## config.mk

```make
export PLATFORM = sky130hd
export DESIGN_NAME = phase_current_rebuild
export DESIGN_NICKNAME = d
export VERILOG_FILES = /design/src/rtl/phase_current_rebuild.sv
export SDC_FILE = /design/constraint.sdc
export NUM_CORES = 1
export LEC_CHECK = 0
export BUFFER_PORTS_ARGS = -buffer_cell sky130_fd_sc_hd__buf_2
export CAP_MARGIN = 20
export CORE_ASPECT_RATIO = 1.5
export CORE_MARGIN = 5
export CORE_UTILIZATION = 50
export DETAILED_ROUTE_END_ITERATION = 8
export PLACE_DENSITY_LB_ADDON = 0.08
export SETUP_SLACK_MARGIN = 0.1
export SYNTH_ARGS = -nofsm -noshare
export SYNTH_HDL_FRONTEND = slang
export SYNTH_SLANG_ARGS = --single-unit
```

## constraint.sdc

```tcl
create_clock -name clk -period 5.4 [get_ports clk]
set_input_delay 0.27 -clock clk [delete_from_list [all_inputs] [get_ports clk]]
set_output_delay 0.27 -clock clk [all_outputs]
set_load 0.01 [all_outputs]
```

## src/rtl/phase_current_rebuild.sv

```systemverilog
module phase_current_rebuild #(
  parameter int DUTY_W = 16,
  parameter int CUR_W  = 16
) (
  input  logic                     clk,
  input  logic                     rst_n,
  input  logic                     in_valid,
  input  logic signed [DUTY_W-1:0] duty_a,
  input  logic signed [DUTY_W-1:0] duty_b,
  input  logic signed [DUTY_W-1:0] duty_c,
  input  logic signed [CUR_W-1:0]  samp_a,
  input  logic signed [CUR_W-1:0]  samp_b,
  input  logic signed [CUR_W-1:0]  samp_c,
  output logic                     out_valid,
  output logic signed [CUR_W-1:0]  cur_a,
  output logic signed [CUR_W-1:0]  cur_b,
  output logic signed [CUR_W-1:0]  cur_c,
  output logic [2:0]               sector
);
  localparam int SUM_W = CUR_W + 2;
  localparam logic signed [SUM_W-1:0] CUR_MAX = {3'b000, {(CUR_W-1){1'b1}}};
  localparam logic signed [SUM_W-1:0] CUR_MIN = {3'b111, {(CUR_W-1){1'b0}}};

  logic a_top, b_top;
  logic [2:0] sec_d;

  assign a_top = (duty_a >= duty_b) && (duty_a >= duty_c);
  assign b_top = !a_top && (duty_b >= duty_c);

  always_comb begin
    if (a_top)      sec_d = (duty_b >= duty_c) ? 3'd1 : 3'd6;
    else if (b_top) sec_d = (duty_a >= duty_c) ? 3'd2 : 3'd3;
    else            sec_d = (duty_a >= duty_b) ? 3'd5 : 3'd4;
  end

  logic signed [SUM_W-1:0] xa, xb, xc, neg_sum;
  logic signed [CUR_W-1:0] rebuilt;

  assign xa = {{2{samp_a[CUR_W-1]}}, samp_a};
  assign xb = {{2{samp_b[CUR_W-1]}}, samp_b};
  assign xc = {{2{samp_c[CUR_W-1]}}, samp_c};

  always_comb begin
    if (a_top)      neg_sum = -(xb + xc);
    else if (b_top) neg_sum = -(xa + xc);
    else            neg_sum = -(xa + xb);
  end

  assign rebuilt = (neg_sum > CUR_MAX) ? CUR_MAX[CUR_W-1:0] :
                   (neg_sum < CUR_MIN) ? CUR_MIN[CUR_W-1:0] :
                   neg_sum[CUR_W-1:0];

  always_ff @(posedge clk) begin
    if (!rst_n) begin
      out_valid <= 1'b0;
      cur_a     <= '0;
      cur_b     <= '0;
      cur_c     <= '0;
      sector    <= 3'd0;
    end else begin
      out_valid <= in_valid;
      if (in_valid) begin
        cur_a  <= a_top ? rebuilt : samp_a;
        cur_b  <= b_top ? rebuilt : samp_b;
        cur_c  <= (!a_top && !b_top) ? rebuilt : samp_c;
        sector <= sec_d;
      end
    end
  end
endmodule

```

* After elaboration in Yosys (flattened, before gate mapping) *
Cells that the tools add are included.

storage, ports and cells
  register bits = 52
  latch bits = 0
  RAM bits = 0
  ROM bits = 0
  input port bits = 99
  output and inout port bits = 52
  logic and storage cells = 33
  memories = 0

cells by class
  add/sub/neg operators = 6
  multiply operators = 0
  divide/modulo/power cells = 0
  magnitude comparators = 5
  equal/unequal tests = 0
  shift operators = 0
  multiplexer cells = 12
  bitwise logic cells = 0
  reduce and logical (&&, ||, !) cells = 5

operator list
  kind                  number
  $mux 16               5
  $neg 17->18           3
  $add 16x16->17        3
  $ge 16x16->1          3
  $mux 18               2
  $gt 18x16->1 const B  1
  $lt 18x16->1 const B  1
  $mux 3                3
  $logic_and 1x1->1     3
  $logic_not 1->1       2
  $mux 1                2

* Depth between registers and ports, before layout *
  word-level depth = 10
  depth in mapped cells = 21
  depth with buffers taken out = 17

* Worst setup path after synthesis *
No wires, ideal clock.

  path type = in2reg
  start point = input duty_c[15]
  end point = register cur_b[9]
  library setup time = 0.139 ns
  arrival time = 3.914 ns
  data required time = 5.261 ns
  path slack = 1.347 ns
  stages = 19
  path buffers = 4
  path through = inv_1 > ha_1 > nand4_1 > nor4_1 > a21boi_1 > a211oi_2 > mux2i_1 > nor2_2 > inv_2 > buf_4 > buf_4 > ha_1 > clkbuf_1 > inv_1 > mux2i_1 > a211oi_4 > nor4_4 > buf_2 > a221oi_1

on the way
  longest elaborated chain between the ends = 10
  elaborated cells on any way between the ends = 12
  those cells by class = order compare: 4; mux: 5; reduce/logical: 3

ends and longest elaborated chain
  what                  RTL line  source
  from (decl)           10        input logic signed [DUTY_W-1:0] duty_c,
  $ge 16x16->1          27        assign a_top = (duty_a >= duty_b) && (duty_a >= duty_c);
  $logic_and 1x1->1     27
  $logic_not 1->1       28        assign b_top = !a_top && (duty_b >= duty_c);
  $logic_and 1x1->1     28
  $mux 18               45        else if (b_top) neg_sum = -(xa + xc);
  $mux 18               44        if (a_top) neg_sum = -(xb + xc);
  $lt 18x16->1          50        (neg_sum < CUR_MIN) ? CUR_MIN[CUR_W-1:0] :
  $mux 16               50
  $mux 16               49        assign rebuilt = (neg_sum > CUR_MAX) ? CUR_MAX[CUR_W-1:0] :
  $mux 16 (*)           64        cur_b <= b_top ? rebuilt : samp_b;
  to (signal assigned)  64
  to (decl)             16        output logic signed [CUR_W-1:0] cur_b,

Mark *: on every way between the ends. The rest lies on a longest branch, timed or not.
A chain may end at the register's enable or synchronous reset.

* Worst setup path in the final report *
  start point = input duty_c[15]
  end point = register cur_b[6]

Same word-level chain as after synthesis.

==> results.cfg <==
[sta]
worstMarginPinSlew_ns = 1.05
setup_viol_count_final = 0
fin_hold_ws_ns = 0.310
rsz0062_at_grt = no
max_clock_freq_mhz = 228
slew_viol_final = 0
post-route-min-period_ns = 4.39
max-slew-margin-rel_pct = 29.8
final.setup.tns_ns = 0
skew_ns = 0
period_share_pct = 81.2
timing.final.hold_violations = 0

[run_status]
status = finished, final reports clean

[die]
die_h_um = 152
core_area_um2 = 13300
die_area_um2 = 15900
std_cell_rows = 52
pin_count = 151
dieWidth_um = 105
initial_core_util_pct = 50.5

[synthesis]
synth_edf_count = 0
synth_seq_cells = 52
syn_nets = 1097
ys_types = 62
ys_seq_area_share_pct = 15.5
synth_warnings = 0
synthArstFlopShare_pct = 0
post_synth_inst_count = 848
syn_avg_cell_area_um2 = 7.94
synthesis.area_um2 = 6730
synth_ff_type = dfxtp_1

[worst_setup_path]
worst-path-buf-inv = 4
crit_family = simple AND/OR/NAND/NOR gates
worstSetupEndpointType = flop
crit_path_start_kind = input port
r2r_setup_slack_ns = 4.59
r2r.worst_path.cells = 2
cp_data_required_time_ns = 5.52
worst-setup-path-type = in2reg
cp_cell_sequence = buf_2, inv_1, ha_1, nand4_1, nor4_1, a21boi_1, a211oi_2, mux2i_1, nor2_2, inv_2, ha_1, buf_4, o2111ai_1, nand3_1, a211oi_4, nor4_4, a221oi_1
crit_top_cell = ha_1
arrival_ns = 4.50
slowest_delay_ns = 0.88
crit_fanout = 34
r2r-start = cur_a[9]$_SDFFE_PN0P_
r2r-end = cur_a[9]$_SDFFE_PN0P_
cpMaxStageDelayCell = nor4_4

[routing]
viasPerCell = 6.10
drt_wl_total_um = 22700
drc_errors = 0
num_vias = 6967
firstDrtPassIters = 5
drt_iter0_drc = 391
wire_per_inst_um = 19.9
ant_nets = 0

[final_layout]
final_util_pct = 58.0
nets = 1228
multiInputGateArea_um2 = 5160
regArea_um2 = 1040
finalInstanceArea_um2 = 7730
syn2layout_area_growth_pct = 14.8
fillCellCount = 1347
layout_commonest_cell = buf_2
drive_above_1_share_pct = 18.7
most-common-layout-cells = 150 x buf_2, 147 x ha_1, 99 x inv_1
diodes = 0

[clock_network]
cts_root_buffer = clkbuf_16
cts_tree = done
post_cts_buffers = 0
clockBufferDepth = 2
clock_latency_ns = 0.28
post_cts_resize_count = 0
holdBufCountCts = 0
cts-buffers-inserted = 5
path_clk_slew_ns = 0.06
clock-sinks = 52
htreeDepth = 2

[global_routing]
grt_pass1_wl_um = 35100
grt_max_degree = 66
grt_pass1_vias = 7198
track_usage_pct = 27.2
gr-total-overflow = 0
antenna_found_initial = 0

[place]
gp_congestion = 0.956
dpl-instance-area_um2 = 7590
port_buffers = 150
place_hpwl_um = 18900

[worst_hold_path]
min_path_type = in2reg
hold_start = samp_c[5]
min_to = cur_c[5]$_SDFFE_PN0P_
hold_depth = 3

[power]
power_frac_seq_pct = 25.3
p_total_mw = 1.81
ir_worst_vdd_mv = 0.237
p_sw_mw = 0.797
p_comb_share_pct = 57.1
power.density_nw_per_um2 = 234
clkPwrFrac_pct = 17.6
intPower_mw = 1.01
p_leak_nw = 4.01
switching_share_pct = 44.1

[run]
cap_violations = 0
## cell type report
class	count	area share, %
flip-flops and latches	52	13.5
well taps	162	2.62
inverters	100	4.85
repair buffers	157	10.4
clock buffers	8	1.89
multi-input cells	663	66.8
## worst max-delay path by stage
| stage | start | end | slack (ns) | cells after the start |
|---|---|---|---|---|
| floorplan | duty_c[15] | cur_b[9]$_SDFFE_PN0P_ | 1.35 | 19 |
| global placement | duty_c[15] | cur_c[3]$_SDFFE_PN0P_ | 0.76 | 17 |
| detailed placement | duty_c[15] | cur_c[4]$_SDFFE_PN0P_ | 0.66 | 17 |
| CTS | duty_c[15] | cur_c[3]$_SDFFE_PN0P_ | 0.96 | 17 |
| global route | duty_c[15] | cur_c[2]$_SDFFE_PN0P_ | 0.63 | 17 |
| finish | duty_c[15] | cur_b[6]$_SDFFE_PN0P_ | 1.01 | 17 |
## cell families after synthesis
logic type,after synthesis,share of synthesized area (%)
compound gates,291,29.9
simple gates,178,12.4
fa+ha+maj,150,28.2
buf+inv,133,7.92
flops,52,15.5
xor+xnor,34,4.42
mux,10,1.67
## flip-flops by register name, summed over array words and instances, names as in the netlist
signal	flops
sector	3
cur_c	16
cur_b	16
cur_a	16
out_valid	1
## worst reg2reg max path, stage by stage (launching register included)
cell	delay (ns)
dfxtp_1	0.36
o21ai_0	0.09
a221oi_1	0.26
## Yosys cell counts, types with 4 or more instances
master / instances / area (µm²)
a31oi_1: 6 / 37.5
a21o_1: 22 / 165
a211oi_1: 12 / 90.1
ha_1: 147 / 1840
nor4_1: 5 / 31.3
xnor2_1: 21 / 184
nand3_1: 12 / 60.1
nand2_1: 52 / 195
and3_1: 6 / 37.5
dfxtp_1: 52 / 1040
o21a_1: 8 / 60.1
o211ai_1: 11 / 82.6
nor2b_1: 6 / 37.5
o21ai_0: 64 / 320
o21bai_1: 7 / 52.6
nor2_1: 61 / 229
o31ai_1: 4 / 30.0
inv_1: 99 / 372
o22ai_1: 4 / 25.0
xor2_1: 13 / 114
a221oi_2: 4 / 60.1
nor3_1: 9 / 45.0
nand4_1: 10 / 62.6
mux2i_1: 9 / 90.1
o221ai_1: 21 / 184
clkbuf_1: 23 / 86.3
a211o_1: 5 / 43.8
a21oi_1: 68 / 340
a221oi_1: 30 / 263
nand2b_1: 5 / 31.3
## stage by stage
stage	setup WS [ns]	instances
finish	1.01	1142
global route	0.628	1142
CTS	0.965	1142
detailed placement	0.662	1134
global placement	0.765	1134
floorplan	1.35	848
## power by group through the flow
stage	Sequential [mW]	Combinational [mW]	Clock, mW
final	0.458	1.03	0.318
after global routing	0.462	1.14	0.335
after CTS	0.458	1.03	0.318
after detailed placement	0.465	1.03	0
after global placement	0.466	1.02	0
after floorplan	0.483	0.695	0
## metal layers
layer	vias to the layer above	global-route usage (%)	routed length, µm
met1	3227	25.7	7490
li1	3388	-	-
met4	0	19.9	2020
met5	-	0	0
met2	255	52.1	12100
met3	97	3.40	1040
(Power assumes the default switching activity.)
